<file path="config.mk">
export PLATFORM = sky130hd
export DESIGN_NAME = seq_ext_regs
export DESIGN_NICKNAME = d
export VERILOG_FILES = /design/src/rtl/seq_ext_regs_pkg.sv /design/src/rtl/seq_ext_index.sv /design/src/rtl/seq_ext_bank.sv /design/src/rtl/seq_ext_rdmux.sv /design/src/rtl/seq_ext_regs.sv
export SDC_FILE = /design/constraint.sdc
export NUM_CORES = 1
export LEC_CHECK = 0
export BUFFER_PORTS_ARGS = -buffer_cell sky130_fd_sc_hd__buf_2
export CORE_MARGIN = 1
export CORE_UTILIZATION = 55
export DETAILED_ROUTE_END_ITERATION = 10
export PLACE_DENSITY_LB_ADDON = 0.15
export SLEW_MARGIN = 10
export SYNTH_ARGS = -nofsm -noshare
export SYNTH_HDL_FRONTEND = slang
export SYNTH_SLANG_ARGS = --single-unit
</file>
<file path="constraint.sdc">
create_clock -name clk_i -period 3.8 [get_ports clk_i]
set_input_delay 0.38 -clock clk_i [delete_from_list [all_inputs] [get_ports clk_i]]
set_output_delay 0.38 -clock clk_i [all_outputs]
set_load 0.05 [all_outputs]
</file>
<file path="src/rtl/seq_ext_regs_pkg.sv">
package seq_ext_regs_pkg;
  localparam int unsigned IW = 8;
  localparam logic [IW-1:0] IDX_VER  = 8'h0B;
  localparam logic [IW-1:0] IDX_PWR  = 8'h0C;
  localparam logic [IW-1:0] IDX_CTL2 = 8'h0D;
  localparam logic [IW-1:0] IDX_CTL1 = 8'h0E;

  typedef enum logic {
    BANK_OLD = 1'b0,
    BANK_NEW = 1'b1
  } bank_e;
endpackage

</file>
<file path="src/rtl/seq_ext_index.sv">
module seq_ext_index #(
  parameter int unsigned IW = 8
) (
  input  logic          clk_i,
  input  logic          rst_ni,
  input  logic          we_i,
  input  logic [IW-1:0] wdata_i,
  output logic [IW-1:0] index_o
);
  always_ff @(posedge clk_i or negedge rst_ni) begin
    if (!rst_ni)   index_o <= '0;
    else if (we_i) index_o <= wdata_i;
  end
endmodule

</file>
<file path="src/rtl/seq_ext_bank.sv">
module seq_ext_bank #(
  parameter int unsigned         DW       = 8,
  parameter bit                  ENCODE   = 1'b0,
  parameter logic [DW-1:0]       XOR_MASK = 8'h02,
  parameter logic [DW-1:0]       RESV_MSK = 8'h70
) (
  input  logic          clk_i,
  input  logic          rst_ni,
  input  logic          we_ctl1_i,
  input  logic          we_ctl2_i,
  input  logic [DW-1:0] wdata_i,
  output logic [DW-1:0] ctl1_o,
  output logic [DW-1:0] ctl2_o
);
  logic [DW-1:0] ctl1_d;

  generate
    if (ENCODE) begin : g_enc
      // encode on write only; reserved bits are never stored
      assign ctl1_d = (wdata_i ^ XOR_MASK) & ~RESV_MSK;
    end else begin : g_raw
      assign ctl1_d = wdata_i;
    end
  endgenerate

  always_ff @(posedge clk_i or negedge rst_ni) begin
    if (!rst_ni) begin
      ctl1_o <= '0;
      ctl2_o <= '0;
    end else begin
      if (we_ctl1_i) ctl1_o <= ctl1_d;
      if (we_ctl2_i) ctl2_o <= wdata_i;
    end
  end
endmodule

</file>
<file path="src/rtl/seq_ext_rdmux.sv">
module seq_ext_rdmux
  import seq_ext_regs_pkg::*;
#(
  parameter int unsigned   DW      = 8,
  parameter logic [DW-1:0] CHIP_ID = 8'h53
) (
  input  logic [IW-1:0] index_i,
  input  bank_e         bank_i,
  input  logic [DW-1:0] pwr_i,
  input  logic [DW-1:0] old_ctl1_i,
  input  logic [DW-1:0] old_ctl2_i,
  input  logic [DW-1:0] new_ctl1_i,
  input  logic [DW-1:0] new_ctl2_i,
  output logic [DW-1:0] data_o
);
  always_comb begin
    unique case (index_i)
      IDX_VER:  data_o = CHIP_ID;
      IDX_PWR:  data_o = pwr_i;
      IDX_CTL2: data_o = (bank_i == BANK_NEW) ? new_ctl2_i : old_ctl2_i;
      IDX_CTL1: data_o = (bank_i == BANK_NEW) ? new_ctl1_i : old_ctl1_i;
      default:  data_o = '0;
    endcase
  end
endmodule

</file>
<file path="src/rtl/seq_ext_regs.sv">
module seq_ext_regs
  import seq_ext_regs_pkg::*;
#(
  parameter int unsigned   DW       = 8,
  parameter logic [DW-1:0] CHIP_ID  = 8'h53,
  parameter logic [DW-1:0] XOR_MASK = 8'h02,
  parameter logic [DW-1:0] RESV_MSK = 8'h70
) (
  input  logic          clk_i,
  input  logic          rst_ni,
  input  logic          wr_i,
  input  logic          rd_i,
  input  logic          sel_data_i,
  input  logic [DW-1:0] wdata_i,
  output logic [DW-1:0] rdata_o,
  output logic          new_bank_o,
  output logic [DW-1:0] pwr_mode_o,
  output logic [DW-1:0] old_ctl1_o,
  output logic [DW-1:0] old_ctl2_o,
  output logic [DW-1:0] new_ctl1_o,
  output logic [DW-1:0] new_ctl2_o
);
  localparam int unsigned LOCK_BIT = DW - 1;

  logic [IW-1:0] index_q;
  bank_e         bank_q;
  logic [DW-1:0] pwr_q;
  logic [DW-1:0] mux_data;
  logic          wr_idx, wr_dat, rd_any, rd_dat;
  logic          hit_ver, hit_pwr, hit_ctl1, hit_ctl2, act_new;
  logic [1:0]    we_ctl1, we_ctl2;   // [0]=old, [1]=new
  logic [DW-1:0] ctl1_q [2];
  logic [DW-1:0] ctl2_q [2];

  assign wr_idx = wr_i & ~sel_data_i;
  assign wr_dat = wr_i &  sel_data_i;
  assign rd_any = rd_i & ~wr_i;       // write wins on collision
  assign rd_dat = rd_any & sel_data_i;

  assign hit_ver  = (index_q == IDX_VER);
  assign hit_pwr  = (index_q == IDX_PWR);
  assign hit_ctl1 = (index_q == IDX_CTL1);
  assign hit_ctl2 = (index_q == IDX_CTL2);
  assign act_new  = (bank_q == BANK_NEW);

  assign we_ctl1 = {wr_dat & hit_ctl1 &  act_new, wr_dat & hit_ctl1 & ~act_new};
  assign we_ctl2 = {wr_dat & hit_ctl2 &  act_new, wr_dat & hit_ctl2 & ~act_new};

  seq_ext_index #(.IW(IW)) u_index (
    .clk_i   (clk_i),
    .rst_ni  (rst_ni),
    .we_i    (wr_idx),
    .wdata_i (wdata_i[IW-1:0]),
    .index_o (index_q)
  );

  for (genvar b = 0; b < 2; b++) begin : g_bank
    seq_ext_bank #(
      .DW       (DW),
      .ENCODE   (b == 1),
      .XOR_MASK (XOR_MASK),
      .RESV_MSK (RESV_MSK)
    ) u_bank (
      .clk_i     (clk_i),
      .rst_ni    (rst_ni),
      .we_ctl1_i (we_ctl1[b]),
      .we_ctl2_i (we_ctl2[b]),
      .wdata_i   (wdata_i),
      .ctl1_o    (ctl1_q[b]),
      .ctl2_o    (ctl2_q[b])
    );
  end

  // version index access picks the active bank
  always_ff @(posedge clk_i or negedge rst_ni) begin
    if (!rst_ni)                 bank_q <= BANK_NEW;
    else if (wr_dat && hit_ver)  bank_q <= BANK_OLD;
    else if (rd_dat && hit_ver)  bank_q <= BANK_NEW;
  end

  always_ff @(posedge clk_i or negedge rst_ni) begin
    if (!rst_ni) pwr_q <= '0;
    else if (wr_dat && hit_pwr && ctl1_q[1][LOCK_BIT]) pwr_q <= wdata_i;
  end

  seq_ext_rdmux #(.DW(DW), .CHIP_ID(CHIP_ID)) u_rdmux (
    .index_i    (index_q),
    .bank_i     (bank_q),
    .pwr_i      (pwr_q),
    .old_ctl1_i (ctl1_q[0]),
    .old_ctl2_i (ctl2_q[0]),
    .new_ctl1_i (ctl1_q[1]),
    .new_ctl2_i (ctl2_q[1]),
    .data_o     (mux_data)
  );

  always_ff @(posedge clk_i or negedge rst_ni) begin
    if (!rst_ni)     rdata_o <= '0;
    else if (rd_any) rdata_o <= sel_data_i ? mux_data : DW'(index_q);
  end

  assign new_bank_o = act_new;
  assign pwr_mode_o = pwr_q;
  assign old_ctl1_o = ctl1_q[0];
  assign old_ctl2_o = ctl2_q[0];
  assign new_ctl1_o = ctl1_q[1];
  assign new_ctl2_o = ctl2_q[1];


  a_r2_wr_ver_old: assert property (@(posedge clk_i) disable iff (!rst_ni)
    (wr_i && sel_data_i && index_q == IDX_VER) |=> !new_bank_o);

  a_r3_rd_ver_new: assert property (@(posedge clk_i) disable iff (!rst_ni)
    (rd_i && !wr_i && sel_data_i && index_q == IDX_VER) |=> (new_bank_o && rdata_o == CHIP_ID));

  a_r4_old_kept: assert property (@(posedge clk_i) disable iff (!rst_ni)
    (new_bank_o) |=> ($stable(old_ctl1_o) && $stable(old_ctl2_o)));
  a_r4_new_kept: assert property (@(posedge clk_i) disable iff (!rst_ni)
    (!new_bank_o) |=> ($stable(new_ctl1_o) && $stable(new_ctl2_o)));

  a_r5_xor_nibble: assert property (@(posedge clk_i) disable iff (!rst_ni)
    (wr_i && sel_data_i && index_q == IDX_CTL1 && new_bank_o)
      |=> (new_ctl1_o[3:0] == ($past(wdata_i[3:0]) ^ XOR_MASK[3:0])));

  a_r6_resv_zero: assert property (@(posedge clk_i) disable iff (!rst_ni)
    (new_ctl1_o & RESV_MSK) == '0);

  a_r7_pwr_lock: assert property (@(posedge clk_i) disable iff (!rst_ni)
    (!new_ctl1_o[LOCK_BIT]) |=> $stable(pwr_mode_o));

  a_r1_idx_no_bank: assert property (@(posedge clk_i) disable iff (!rst_ni)
    (!(wr_i || rd_i) || !sel_data_i) |=> $stable(new_bank_o));
endmodule

</file>
==> impl_metrics.tcl, run 1 <==
set metrics [dict create \
    cts_sinks 54 \
    syn_inst 218 \
    max-vdd-ir-drop_uv 266.5 \
    antenna_found_initial 0 \
    drv_cap 0 \
    grt_pass1_vias 1774 \
    maxSlewViolCount 0 \
    track_usage 0.2423 \
    clk_path_buf_depth 2 \
    cpMaxStageDelayCell "nor3_2" \
    layout_commonest_cell "buf_2" \
    wl_um 5852 \
    area_delta_synth_final_pct 13.77 \
    viasPerCell 5.898 \
    slew_headroom 0.3886 \
    cts_hold_buf 0 \
    final_cell_mix "58 x buf_2, 53 x dfrtp_1, 42 x mux2_2, 17 x nor2_1, 14 x mux2i_1" \
    post_cts_buffers 0 \
    synth-seq-cells 54 \
    dpl_cell_area_um2 2903 \
    power.total_mw 1.301 \
    cts_buffers 5 \
    p_leak_nw 1.497 \
    fin_worst_skew_ns 0.004977 \
    fin_area_um2 3009 \
    drc 4 \
    fmax_mhz 432.5 \
    ioPinCount 62 \
    vias 1899 \
    crit_type "reg2reg" \
    grt_pass1_wl_um 9266 \
    hold_class "in2async" \
    rsz0062_at_grt "false" \
    synthesis.area_um2 2645 \
    syn_avg_cell_area_um2 12.13 \
    yosysWarnings 0 \
    grt_max_degree 55 \
    grt-ovfl-total 0 \
    totalNegativeSetupSlack_ns 0 \
    die_h_um 71.35 \
    gp_congestion 0.8076 \
    synth.distinct_cells 38 \
    final_core_util 0.6725 \
    dieWidth_um 71.35 \
    initialDrtViolationCount 93 \
    synth_edf_count 0 \
    cp_max_fo 13 \
    hold_viol_final 0 \
    setup.worst_path.end_class "flop" \
    cts_root_buf "clkbuf_8" \
    period_share 0.6085 \
    synth_ff_type "dfrtp_1" \
    wl_per_cell_um 18.17 \
    slowest_delay_ns 0.70 \
    clk_pin_slew_ns 0.09 \
    h-tree-depth 2 \
    finalSetupViolCount 0 \
    io_buffer_count 58 \
    dieArea_um2 5091 \
    cts_resized 0 \
    firstDrtPassIters 7 \
    row_count 24 \
    fill_cells 381 \
    critical_path_arrival_ns 2.51 \
    yosysSeqAreaShare 0.5114 \
    status "finished, violations left" \
    diodes 0 \
    core_region_area_um2 4474 \
    cellPowerDensity_nw_per_um2 432.3 \
    r2r_cells 4 \
    hpwl_um 3825 \
    violations "design-rule violations" \
    initial_core_util 0.5912 \
    crit_chain "nand4bb_1 -> nor3_2 -> and3b_2 -> mux2_2" \
    num-nets-final 282 \
    async_reset_ff_frac 1.000 \
    start_kind "flop" \
    min_period_ns 2.312 \
    critPathRequiredTime_ns 4.00 \
    layout-drive-gt1-share 0.4296 \
    worstMarginPinSlew_ns 0.9122 \
    cts_tree "built" \
    clk_latency_ns 0.31 \
    drtAntennaViolNets 0 \
]
[metal layers]
layer,vias to the layer above,share of wire,global-route usage
li1,877,-,-
met1,958,0.46,0.3346
met2,59,0.48,0.3905
met3,5,0.048,0.05063
met4,0,0.0072,0.06889
met5,-,0,0
[cell usage after synthesis, drive strengths merged, types with 2 or more instances]
library cell / count / area, µm²
dfrtp: 53 / 1326
mux2: 43 / 488.0
nor2: 17 / 63.81
mux2i: 14 / 140.1
o21ai: 13 / 65.06
buf: 12 / 83.83
a21oi: 11 / 55.05
nand2b: 6 / 37.54
clkbuf: 5 / 28.77
nand3b: 5 / 37.54
a211oi: 4 / 30.03
nand2: 4 / 15.01
nor2b: 4 / 32.53
a31oi: 3 / 18.77
inv: 3 / 11.26
nand4: 3 / 40.04
a21o: 2 / 15.01
o31ai: 2 / 15.01
o32ai: 2 / 17.52
[sequential cells by signal, summed over array words and instances (netlist names)]
register	count
g_bank.u_bank.ctl2_o	16
new_bank_o	1
u_index.index_o	8
g_bank.u_bank.ctl1_o	13
rdata_o	8
pwr_mode_o	8
[critical path: cells and delay by family, from the launching register on]
| kind | cells | cell delay, ns |
|---|---|---|
| multiplexers | 1 | 0.37 |
| flip-flops | 1 | 0.41 |
| AND/OR/NAND/NOR | 3 | 1.41 |
[final timing paths]
kind	startpoint	end	slack, ns
setup / recovery	u_index.index_o[5]$_DFFE_PN0P_	g_bank[0].u_bank.ctl2_o[2]$_DFFE_PN0P_	1.49
hold / removal	rst_ni	rdata_o[0]$_DFFE_PN0N_	0.19
setup reg to reg	u_index.index_o[5]$_DFFE_PN0P_	g_bank[0].u_bank.ctl2_o[2]$_DFFE_PN0P_	1.49
hold reg to reg	rdata_o[2]$_DFFE_PN0N_	rdata_o[2]$_DFFE_PN0N_	0.51
max in group asynchronous	rst_ni	u_index.index_o[5]$_DFFE_PN0P_	3.17
min in group clk_i	wdata_i[1]	g_bank[1].u_bank.ctl1_o[1]$_DFFE_PN0P_	0.33
[area by class of cell]
class	instances	area, µm²	area share
clock buffers	7	76.32	0.02536
clock inverters	1	30.03	0.009979
repair buffers	59	297.8	0.09896
flip-flops and latches	54	1353	0.4495
well taps	52	65.06	0.02162
multi-input cells	146	1176	0.3909
inverters	3	11.26	0.003742
[kinds of logic after synthesis]
| logic type | Yosys count | share of synthesized area |
|---|---|---|
| other | 1 | 0.001418 |
| AOI/OAI and AO/OA | 39 | 0.08704 |
| DFF | 54 | 0.5114 |
| muxes | 57 | 0.2375 |
| buffers and inverters | 20 | 0.04683 |
| and+or+nand+nor | 47 | 0.1159 |
[where the power goes]
| group | internal, mW | switching [mW] |
|---|---|---|
| Sequential | 0.612 | 0.0552 |
| Combinational | 0.0806 | 0.173 |
| Clock | 0.197 | 0.183 |
| Total | 0.890 | 0.411 |
[per-stage QoR]
step / std cells / setup slack [ns] / hold WS [ns]
5_1_grt: 322 / 1.354 / 0.2543
4_1_cts: 322 / 1.494 / 0.2056
3_3_place_gp: 314 / 1.502 / 0.4972
6_report: 322 / 1.488 / 0.1939
3_5_place_dp: 314 / 1.472 / 0.4993
2_1_floorplan: 220 / 2.002 / 0.08441
Power figures use the tool's default switching activity.
==> run 2, diff against run 1 <==
--- a/config.mk
+++ b/config.mk
@@ -7,7 +7,7 @@
 export LEC_CHECK = 0
 export BUFFER_PORTS_ARGS = -buffer_cell sky130_fd_sc_hd__buf_2
 export CORE_MARGIN = 1
-export CORE_UTILIZATION = 55
+export CORE_UTILIZATION = 48
 export DETAILED_ROUTE_END_ITERATION = 10
 export PLACE_DENSITY_LB_ADDON = 0.15
 export SLEW_MARGIN = 10
==> constraint.sdc (replaced) <==
create_clock -name clk_i -period 1.9 [get_ports clk_i]
set_input_delay 0.19 -clock clk_i [delete_from_list [all_inputs] [get_ports clk_i]]
set_output_delay 0.19 -clock clk_i [all_outputs]
set_load 0.05 [all_outputs]
==> run 2 against run 1 <==
Net effect:
- the flow now finishes without violations
- wire length rose by 1.3%
- cell count up 9.0%
- worst hold slack got worse by 0.042 ns
- critical endpoint is now g_bank[0].u_bank.ctl1_o[0]$_DFFE_PN0P_
- core utilization decreased by 7.3 points
- sequential power increased by 93%
- maximum frequency up 27%
- sequential cell count did not move
- clock-buffer cell count decreased by 1
- critical path depth grew 1
- critical path type unchanged
- clock skew increased by 0.0039 ns
==> impl_metrics.tcl, run 2 (synthesis results as in run 1) <==
set metrics [dict create \
    status "finished clean" \
    h-tree-depth 2 \
    clk_pin_slew_ns 0.09 \
    cts_tree "built" \
    p_leak_nw 1.559 \
    start_kind "flop" \
    crit_chain "nand4bb_1 -> nor3_2 -> buf_4 -> nand4_4 -> mux2_4" \
    row_count 26 \
    fill_cells 465 \
    antenna_found_initial 0 \
    cp_max_fo 8 \
    hold_class "in2reg" \
    cts_sinks 54 \
    largestRegisters "g_bank.u_bank.ctl2_o: 16 flops, g_bank.u_bank.ctl1_o: 13 flops" \
    critPathRequiredTime_ns 2.08 \
    min_period_ns 1.815 \
    setup_slack_ns 0.08531 \
    wl_um 5928 \
    path_buf_inv 1 \
    dieWidth_um 76.23 \
    dieArea_um2 5811 \
    grt_max_degree 55 \
    ioPinCount 62 \
    viasPerCell 5.501 \
    core_region_area_um2 5205 \
    largest-register "g_bank.u_bank.ctl2_o" \
    clk_latency_ns 0.30 \
    drv_cap 0 \
    die_h_um 76.23 \
    gp_congestion 0.8149 \
    drtAntennaViolNets 0 \
    crit_path_start "u_index.index_o[4]$_DFFE_PN0P_" \
    layout_commonest_cell "buf_2" \
    firstDrtPassIters 4 \
    finalSetupViolCount 0 \
    slowest_delay_ns 0.41 \
    rsz0062_at_grt "false" \
    track_usage 0.2208 \
    r2r_start "u_index.index_o[4]$_DFFE_PN0P_" \
    setup.worst_path.end_class "flop" \
    cts_buffers 5 \
    max-vdd-ir-drop_uv 525.4 \
    initialDrtViolationCount 90 \
    largest_register_ffs 16 \
    hold_viol_final 0 \
    cpMaxStageDelayCell "dfrtp_1" \
    final_cell_mix "58 x buf_2, 53 x dfrtp_1, 42 x mux2_2, 17 x nor2_1, 14 x mux2i_1" \
    cellPowerDensity_nw_per_um2 800.9 \
    fin_worst_skew_ns 0.008863 \
    drc 0 \
    clk_path_buf_depth 2 \
    crit_type "reg2reg" \
    cpLargestDelayFamily "simple AND/OR/NAND/NOR gates" \
    post_cts_buffers 0 \
    grt-ovfl-total 0 \
    hpwl_um 4249 \
    dpl_cell_area_um2 3028 \
    wl_per_cell_um 16.89 \
    num-nets-final 295 \
    period_share 0.9551 \
    grt_pass1_wl_um 9908 \
    totalNegativeSetupSlack_ns 0 \
    initial_core_util 0.5082 \
    grt_pass1_vias 1871 \
    io_buffer_count 58 \
    fmax_mhz 551.1 \
    maxSlewViolCount 0 \
    area_delta_synth_final_pct 18.02 \
    layout-drive-gt1-share 0.4591 \
    power.total_mw 2.500 \
    diodes 0 \
    fin_area_um2 3122 \
    hp-start "wdata_i[1]" \
    critical_path_arrival_ns 2.00 \
    dp_worst_setup_slack_ns 0.06741 \
    cts_root_buf "clkbuf_8" \
    vias 1931 \
]
[run 2: cell types whose count changed in the layout (fill, tap and decap cells not counted)]
| cell | delta |
|---|---|
| buf_4 | +11 |
| clkbuf_1 | -2 |
| and4_1 | -1 |
| and4_2 | +1 |
| buf_12 | +1 |
| bufinv_16 | -1 |
| clkbuf_8 | +1 |
| dlygate4sd3_1 | +1 |
[run 2: timing repair]
action,CTS,global route
setup endpoints to repair,0,4
hold buffers,1,0
endpoints found under the hold margin,53,0
gates resized for setup,0,1
[run 2: final cells by class]
type	count	area, µm²	area share
well taps	70	87.58	0.02806
repair buffers	72	410.4	0.1315
flip-flops and latches	54	1353	0.4333
multi-input cells	146	1177	0.3772
inverters	3	11.26	0.003607
clock buffers	6	82.58	0.02645
[run 2: stage by stage]
| stage | utilization | cells | hold slack (ns) |
|---|---|---|---|
| 3_5_place_dp | 0.5817 | 344 | 0.2080 |
| 3_3_place_gp | 0.5817 | 344 | 0.2065 |
| 5_1_grt | 0.5998 | 351 | 0.1364 |
| 2_1_floorplan | - | 220 | -0.1056 |
| 6_report | 0.5998 | 351 | 0.1517 |
| 4_1_cts | 0.5995 | 351 | 0.1459 |
[run 2: path summary, 6_finish.rpt]
kind,endpoint,slack (ns),depth (start not counted)
max,g_bank[0].u_bank.ctl1_o[0]$_DFFE_PN0P_,0.09,5
min,g_bank[1].u_bank.ctl1_o[1]$_DFFE_PN0P_,0.15,2
max reg2reg,g_bank[0].u_bank.ctl1_o[0]$_DFFE_PN0P_,0.09,5
min reg2reg,rdata_o[2]$_DFFE_PN0N_,0.49,2
max in group asynchronous,new_bank_o$_DFFE_PN1P_,1.20,3
min in group asynchronous,g_bank[1].u_bank.ctl2_o[3]$_DFFE_PN0P_,0.42,3
[run 2: report_power, final]
part           switching, mW  internal (mW)
Sequential            0.0645           1.22
Clock                  0.341          0.282
Combinational          0.397          0.191
[run 2: layer usage]
layer,GRT usage,vias to the layer above,routed length [µm]
li1,-,911,-
met1,0.3215,957,2857
met2,0.3414,56,2779
met3,0.04072,7,226
met4,0.05385,0,64
met5,0,-,0
